<file path="config.mk">
export PLATFORM = sky130hd
export DESIGN_NAME = sg_pte_cache
export DESIGN_NICKNAME = d
export VERILOG_FILES = /design/src/rtl/sgpc_pkg.sv /design/src/rtl/sgpc_datapath.sv /design/src/rtl/sgpc_ctrl.sv /design/src/rtl/sg_pte_cache.sv
export SDC_FILE = /design/constraint.sdc
export NUM_CORES = 2
export LEC_CHECK = 0
export BUFFER_PORTS_ARGS = -buffer_cell sky130_fd_sc_hd__clkbuf_2
export CORE_ASPECT_RATIO = 1.1
export CORE_MARGIN = 8
export CORE_UTILIZATION = 35
export CTS_BUF_LIST = sky130_fd_sc_hd__clkbuf_4
export DETAILED_ROUTE_END_ITERATION = 6
export PLACE_DENSITY = 0.5
export SETUP_SLACK_MARGIN = 0.15
export SLEW_MARGIN = 5
export SYNTH_ARGS = -nofsm -noshare
export SYNTH_HDL_FRONTEND = slang
export SYNTH_SLANG_ARGS = --single-unit
</file>
<file path="constraint.sdc">
create_clock -name clk -period 40.2 [get_ports clk]
set_input_delay 4.02 -clock clk [delete_from_list [all_inputs] [get_ports clk]]
set_output_delay 4.02 -clock clk [all_outputs]
set_load 0.02 [all_outputs]
</file>
<file path="src/rtl/sgpc_pkg.sv">
package sgpc_pkg;

  typedef enum logic [1:0] {
    ST_IDLE,
    ST_REQ,
    ST_WAIT
  } fillState_t;

  // Strobes from control to datapath.
  typedef struct packed {
    logic fillWrite;   // install the returning group into fillLine
    logic invalAll;    // clear every line
    logic invalByTag;  // clear lines whose region tag equals invalTag
    logic touchHit;    // lookup accepted: capture PTE, update recency
  } dpCtl_t;

endpackage

</file>
<file path="src/rtl/sgpc_datapath.sv">
module sgpc_datapath
  import sgpc_pkg::*;
#(
  parameter int PTE_W  = 64,
  parameter int GROUP  = 4,
  parameter int LINES  = 8,
  parameter int GTAG_W = 17,
  parameter int ITAG_W = 16,
  parameter int ITAG_OFF = 1
) (
  input  logic                        clk,
  input  logic                        rstN,
  input  dpCtl_t                      ctl,
  input  logic [GTAG_W-1:0]           lkGroup,
  input  logic [$clog2(GROUP)-1:0]    lkWord,
  input  logic [$clog2(LINES)-1:0]    fillLine,
  input  logic [GTAG_W-1:0]           fillTag,
  input  logic [GROUP*PTE_W-1:0]      fillData,
  input  logic [ITAG_W-1:0]           invalTag,
  output logic                        hit,
  output logic [$clog2(LINES)-1:0]    victim,
  output logic [PTE_W-1:0]            respPte
);

  localparam int LINE_W = $clog2(LINES);
  localparam int TREE_W = LINES - 1;

  logic [LINES-1:0]      lineVld;
  logic [GTAG_W-1:0]     lineTag  [LINES];
  logic [PTE_W-1:0]      lineData [LINES][GROUP];
  logic [LINES-1:0]      hitVec;
  logic [LINES-1:0]      invalVec;
  logic [LINE_W-1:0]     hitLine;
  logic [TREE_W-1:0]     plruTree;
  logic                  anyFree;
  logic [LINE_W-1:0]     freeLine;

  // Walk the tree: a node bit of 1 steers toward the upper child.
  function automatic logic [LINE_W-1:0] plruPick(input logic [TREE_W-1:0] t);
    int node;
    node = 0;
    for (int d = 0; d < LINE_W; d++) begin
      node = 2 * node + 1 + int'(t[node]);
    end
    return LINE_W'(node - TREE_W);
  endfunction

  // Mark every node on the path to a used line as pointing away from it.
  function automatic logic [TREE_W-1:0] plruTouch(input logic [TREE_W-1:0] t,
                                                  input logic [LINE_W-1:0] l);
    logic [TREE_W-1:0] r;
    int node;
    r = t;
    node = 0;
    for (int d = 0; d < LINE_W; d++) begin
      r[node] = ~l[LINE_W-1-d];
      node = 2 * node + 1 + int'(l[LINE_W-1-d]);
    end
    return r;
  endfunction

  genvar gi;
  generate
    for (gi = 0; gi < LINES; gi++) begin : gLine
      assign hitVec[gi]   = lineVld[gi] && (lineTag[gi] == lkGroup);
      assign invalVec[gi] = ctl.invalAll ||
                            (ctl.invalByTag && (lineTag[gi][ITAG_OFF +: ITAG_W] == invalTag));

      always_ff @(posedge clk) begin
        if (!rstN) begin
          lineVld[gi] <= 1'b0;
        end else if (ctl.fillWrite && (fillLine == LINE_W'(gi))) begin
          lineVld[gi] <= 1'b1;
        end else if (invalVec[gi]) begin
          lineVld[gi] <= 1'b0;
        end
      end

      always_ff @(posedge clk) begin
        if (ctl.fillWrite && (fillLine == LINE_W'(gi))) begin
          lineTag[gi] <= fillTag;
          for (int w = 0; w < GROUP; w++) begin
            lineData[gi][w] <= fillData[w*PTE_W +: PTE_W];
          end
        end
      end
    end
  endgenerate

  always_comb begin
    hit     = |hitVec;
    hitLine = '0;
    for (int i = 0; i < LINES; i++) begin
      if (hitVec[i]) hitLine = LINE_W'(i);
    end
  end

  always_comb begin
    anyFree  = ~&lineVld;
    freeLine = '0;
    for (int i = LINES - 1; i >= 0; i--) begin
      if (!lineVld[i]) freeLine = LINE_W'(i);
    end
    victim = anyFree ? freeLine : plruPick(plruTree);
  end

  always_ff @(posedge clk) begin
    if (!rstN) begin
      plruTree <= '0;
    end else if (ctl.touchHit) begin
      plruTree <= plruTouch(plruTree, hitLine);
    end else if (ctl.fillWrite) begin
      plruTree <= plruTouch(plruTree, fillLine);
    end
  end

  always_ff @(posedge clk) begin
    if (!rstN) begin
      respPte <= '0;
    end else if (ctl.touchHit) begin
      respPte <= lineData[hitLine][lkWord];
    end
  end

endmodule

</file>
<file path="src/rtl/sgpc_ctrl.sv">
module sgpc_ctrl
  import sgpc_pkg::*;
#(
  parameter int LINES    = 8,
  parameter int GTAG_W   = 17,
  parameter int ITAG_W   = 16,
  parameter int ITAG_OFF = 1
) (
  input  logic                      clk,
  input  logic                      rstN,
  input  logic                      lkValid,
  input  logic [GTAG_W-1:0]         lkGroup,
  input  logic                      hit,
  input  logic [$clog2(LINES)-1:0]  victim,
  input  logic                      memReqReady,
  input  logic                      memRespValid,
  input  logic                      csrWrEn,
  input  logic                      csrRdEn,
  input  logic                      csrSel,
  input  logic [ITAG_W-1:0]         csrWrTag,
  output dpCtl_t                    ctl,
  output logic                      lkReady,
  output logic                      respValid,
  output logic                      memReqValid,
  output logic [GTAG_W-1:0]         fillTag,
  output logic [$clog2(LINES)-1:0]  fillLine,
  output logic [ITAG_W-1:0]         invalTag,
  output logic                      csrRdValid
);

  fillState_t state;
  logic       invalPend;
  logic       invalSelQ;
  logic       fillKill;
  logic       rdPend;
  logic       startFill;
  logic       fillMatch;

  always_comb begin
    lkReady   = (state == ST_IDLE) && !invalPend && hit;
    startFill = (state == ST_IDLE) && lkValid && !hit && !invalPend;
    fillMatch = invalPend && (!invalSelQ || (fillTag[ITAG_OFF +: ITAG_W] == invalTag));

    ctl            = '0;
    ctl.touchHit   = lkValid && lkReady;
    ctl.invalAll   = invalPend && !invalSelQ;
    ctl.invalByTag = invalPend && invalSelQ;
    ctl.fillWrite  = (state == ST_WAIT) && memRespValid && !fillKill && !fillMatch;

    memReqValid = (state == ST_REQ);
  end

  always_ff @(posedge clk) begin
    if (!rstN) begin
      state    <= ST_IDLE;
      fillKill <= 1'b0;
      fillTag  <= '0;
      fillLine <= '0;
    end else begin
      case (state)
        ST_IDLE: begin
          if (startFill) begin
            state    <= ST_REQ;
            fillTag  <= lkGroup;
            fillLine <= victim;
            fillKill <= 1'b0;
          end
        end
        ST_REQ: begin
          if (fillMatch) fillKill <= 1'b1;
          if (memReqReady) state <= ST_WAIT;
        end
        ST_WAIT: begin
          if (memRespValid) begin
            state    <= ST_IDLE;
            fillKill <= 1'b0;
          end else if (fillMatch) begin
            fillKill <= 1'b1;
          end
        end
        default: state <= ST_IDLE;
      endcase
    end
  end

  // Invalidate writes take effect one cycle after acceptance.
  always_ff @(posedge clk) begin
    if (!rstN) begin
      invalPend <= 1'b0;
      invalSelQ <= 1'b0;
      invalTag  <= '0;
    end else begin
      invalPend <= csrWrEn;
      if (csrWrEn) begin
        invalSelQ <= csrSel;
        invalTag  <= csrWrTag;
      end
    end
  end

  // A register read completes once no invalidation is left pending.
  always_ff @(posedge clk) begin
    if (!rstN) begin
      rdPend     <= 1'b0;
      csrRdValid <= 1'b0;
      respValid  <= 1'b0;
    end else begin
      respValid  <= ctl.touchHit;
      csrRdValid <= 1'b0;
      if (csrRdEn) begin
        rdPend <= 1'b1;
      end else if (rdPend && !invalPend && !csrWrEn) begin
        rdPend     <= 1'b0;
        csrRdValid <= 1'b1;
      end
    end
  end

endmodule

</file>
<file path="src/rtl/sg_pte_cache.sv">
module sg_pte_cache
  import sgpc_pkg::*;
#(
  parameter int ADDR_W     = 32,
  parameter int PAGE_SHIFT = 13,
  parameter int PTE_W      = 64,
  parameter int GROUP      = 4,
  parameter int LINES      = 8,
  parameter int TAG_LO     = 16,
  parameter int CSR_W      = 32
) (
  input  logic                                         clk,
  input  logic                                         rstN,
  input  logic                                         lkValid,
  input  logic [ADDR_W-PAGE_SHIFT-1:0]                 lkPage,
  output logic                                         lkReady,
  output logic                                         respValid,
  output logic [PTE_W-1:0]                             respPte,
  output logic                                         memReqValid,
  input  logic                                         memReqReady,
  output logic [ADDR_W-PAGE_SHIFT-$clog2(GROUP)-1:0]   memReqGroup,
  input  logic                                         memRespValid,
  input  logic [GROUP*PTE_W-1:0]                       memRespData,
  input  logic                                         csrWrEn,
  input  logic                                         csrRdEn,
  input  logic                                         csrSel,
  input  logic [ADDR_W-TAG_LO-1:0]                     csrWrTag,
  output logic                                         csrRdValid,
  output logic [CSR_W-1:0]                             csrRdData
);

  localparam int GRP_W    = $clog2(GROUP);
  localparam int LINE_W   = $clog2(LINES);
  localparam int GTAG_W   = ADDR_W - PAGE_SHIFT - GRP_W;
  localparam int ITAG_W   = ADDR_W - TAG_LO;
  localparam int ITAG_OFF = TAG_LO - PAGE_SHIFT - GRP_W;

  dpCtl_t              ctl;
  logic                hit;
  logic [LINE_W-1:0]   victim;
  logic [LINE_W-1:0]   fillLine;
  logic [GTAG_W-1:0]   fillTag;
  logic [ITAG_W-1:0]   invalTag;
  logic [GTAG_W-1:0]   lkGroup;
  logic [GRP_W-1:0]    lkWord;

  assign lkGroup     = lkPage[ADDR_W-PAGE_SHIFT-1 -: GTAG_W];
  assign lkWord      = lkPage[GRP_W-1:0];
  assign memReqGroup = fillTag;
  assign csrRdData   = '0;

  sgpc_ctrl #(
    .LINES(LINES), .GTAG_W(GTAG_W), .ITAG_W(ITAG_W), .ITAG_OFF(ITAG_OFF)
  ) u_ctrl (
    .clk(clk), .rstN(rstN), .lkValid(lkValid), .lkGroup(lkGroup), .hit(hit),
    .victim(victim), .memReqReady(memReqReady), .memRespValid(memRespValid),
    .csrWrEn(csrWrEn), .csrRdEn(csrRdEn), .csrSel(csrSel), .csrWrTag(csrWrTag),
    .ctl(ctl), .lkReady(lkReady), .respValid(respValid), .memReqValid(memReqValid),
    .fillTag(fillTag), .fillLine(fillLine), .invalTag(invalTag), .csrRdValid(csrRdValid)
  );

  sgpc_datapath #(
    .PTE_W(PTE_W), .GROUP(GROUP), .LINES(LINES), .GTAG_W(GTAG_W),
    .ITAG_W(ITAG_W), .ITAG_OFF(ITAG_OFF)
  ) u_dp (
    .clk(clk), .rstN(rstN), .ctl(ctl), .lkGroup(lkGroup), .lkWord(lkWord),
    .fillLine(fillLine), .fillTag(fillTag), .fillData(memRespData),
    .invalTag(invalTag), .hit(hit), .victim(victim), .respPte(respPte)
  );

endmodule

</file>
==> metrics <==
Via density=between 5 and 6; Synth Cell Area=0.0922 sq mm; Slew headroom=0.167; Chip Height=554 um; VDD IR-drop max=~0.025 mV; Chip Width=505 um; core area=0.262 sq mm; WS Path Type=in2out; worst skew pair latency=1320 ps; FP Rows=197; final wirelength=about 310000 um; clock skew=between 100 and 150 ps; CTS max path bufs=4; Routability Congestion=approximately 0.89; Worst-path clk slew=60 ps; Slew Limit Fails=0; met1 wire length=approximately 130000 um; Pleak=about 37 nW; global-route wire length before repair=439000 um; ys async rst share=0; WP data arrival=approximately 7000 ps; sequential share of the synthesized area=0.738; CTS Hold Bufs=0; largest net degree at the start of global routing=approximately 150; Avg Cell Area, Syn=14.9 sq um; Min-Delay Path Class=reg2reg; Starting Density=0.352; FMAX=just over 0.09 GHz; die area=about 0.28 sq mm; Crit Path Max Fanout=31; setup bufs post-CTS=0; synthesis-stage register bit count=about 2300; via count=around 58000; Netlist cell types=59; max_cap viols=0; nets=7245; Hold Vio Cnt, Final=0; worst setup path start=lkPage[8]; fin area=approximately 0.11 sq mm; number of global-route vias before repair=slightly below 60000; Cells after Synth=between 6000 and 7000; commonest non-fill, non-tap cell in the layout=edfxtp_1; worst r2r src=u_dp.lineTag[1][14]; placed cell area=slightly below 0.1 sq mm; root buffer cell=clkbuf_4; Worst Setup Start Kind=input port; Port Buffers=between 300 and 400; # setup viols final=0; initial drt markers=4403; status=complete, no violations; initial antenna violation count=107; First-pass DRT Iterations=5; Top Metal Used=met5; area delta synth->final=15.1%; Top Ports=about 420; gr ovfl total=0; DP HPWL=approximately 180000 um; H-tree Lvls=6; clock sink count=between 2000 and 2500; Post-synth EDFFs=between 2000 and 2500; final setup TNS=0 ps; post-CTS sizing=0; synth warn=0; Final Cycle Share=0.270; power per cell area=47.2 mW/mm^2; share of layout cells above drive strength 1=0.241; WL met2=~150000 um; worst-margin pin slew=around 1200 ps; cts bufs inserted=622; HP Start=u_ctrl.rdPend; most frequent cells in the layout=edfxtp_1 (2184), clkbuf_4 (945), nand2_1 (874); WP data required=36180 ps; gr usage total=0.215; Wirelength per Cell=around 29 um; Most used DFF post-synth=edfxtp_1; # DRC=0; min Tclk post-route=between 10000 and 15000 ps; post-route ant nets=0; RSZ-0062 raised after global routing=no; CTS tree=done; Critical Path End Type=output port; routed length on met3=between 15000 and 20000 um
==> layer usage <==
layer  vias up  GRT usage
li1      25600          -
met1     29700      0.261
met2      2035      0.366
met3       599     0.0512
met4        42     0.0909
met5         -          0
==> worst paths after layout <==
kind	slack, ps	cells after the start	endpoint
hold / removal	410	2	u_ctrl.csrRdValid
setup reg to reg	33830	15	u_dp.respPte[11]
hold reg to reg	410	2	u_ctrl.csrRdValid
setup / recovery	29340	12	lkReady
==> metrics by stage <==
step                      total power (W)  cells  setup WS [ps]  utilization  hold WS (ps)
after floorplan                   0.00285   6232          14600            -           412
after global placement            0.00295   9786          29370        0.374           426
after detailed placement          0.00296   9786          29430        0.374           427
after CTS                         0.00507  10900          29410        0.405           421
after global routing              0.00521  10900          29160        0.405           428
final                             0.00501  10900          29340        0.405           412
==> where the power goes <==
part	total, W	internal [W]	switching (W)
registers	0.00268	0.00266	0.0000182
logic	0.000222	0.0000675	0.000154
clock network	0.00210	0.00113	0.000971
total	0.00501	0.00386	0.00114
==> layout make-up <==
class / instances / area [sq um]
multi-input cells: 3467 / 22400
clock buffers: 945 / 7090
flip-flops and latches: 2307 / 68000
inverters: 16 / 68.8
well taps: 3482 / 4360
clock inverters: 124 / 851
diodes: 33 / 82.6
fillers: 24600 / 156000
repair buffers: 514 / 3100
==> state kept, by name, summed over array words and instances, names as in the netlist <==
register,count
u_ctrl.csrRdValid,1
u_ctrl.fillKill,1
u_ctrl.fillLine,3
u_ctrl.fillTag,17
u_ctrl.invalPend,1
u_ctrl.invalSelQ,1
u_ctrl.invalTag,16
u_ctrl.rdPend,1
u_ctrl.respValid,1
u_ctrl.state,2
u_dp.lineData,2048
u_dp.lineTag,136
u_dp.lineVld,8
u_dp.plruTree,7
u_dp.respPte,64
==> synthesized netlist by cell type, types with 31 or more instances <==
library cell | n | area [sq um]
a211oi_1 | 68 | 510
a21oi_1 | 213 | 1070
a221oi_1 | 67 | 587
a311oi_1 | 46 | 403
a31oi_1 | 197 | 1230
and2_1 | 52 | 325
and3_1 | 127 | 795
buf_2 | 101 | 505
buf_4 | 44 | 330
clkbuf_1 | 275 | 1030
dfxtp_1 | 123 | 2460
edfxtp_1 | 2184 | 65600
mux2_2 | 197 | 2220
mux2i_1 | 296 | 2960
nand2_1 | 878 | 3300
nand3_1 | 31 | 155
nand4_1 | 78 | 488
nor2_1 | 73 | 274
nor3_1 | 35 | 175
o21ai_0 | 431 | 2160
o21ai_1 | 32 | 160
o22ai_1 | 82 | 513
o32ai_1 | 62 | 543
xnor2_1 | 165 | 1450
xor2_1 | 116 | 1020
==> logic make-up (layout without fill, tap and decap cells) <==
logic type,Yosys count,in the layout,share of synthesized area
flops,2307,2307,0.738
other cells,1,65,0.0000407
mux,525,525,0.0607
compound gates,1276,1276,0.0849
buf+inv,458,1599,0.0223
xor+xnor,281,281,0.0267
fa+ha+maj,18,18,0.00244
simple gates,1335,1335,0.0645
==> critical path, stage by stage <==
cell	delay [ps]
clkbuf_2	360
xnor2_1	360
nand4_1	150
nor3_1	280
nand4_1	130
buf_4	310
nand4_1	180
buf_4	240
inv_4	170
and2_1	200
nor3_1	150
clkbuf_2	230
No activity file was read; power rests on OpenSTA's default activity.
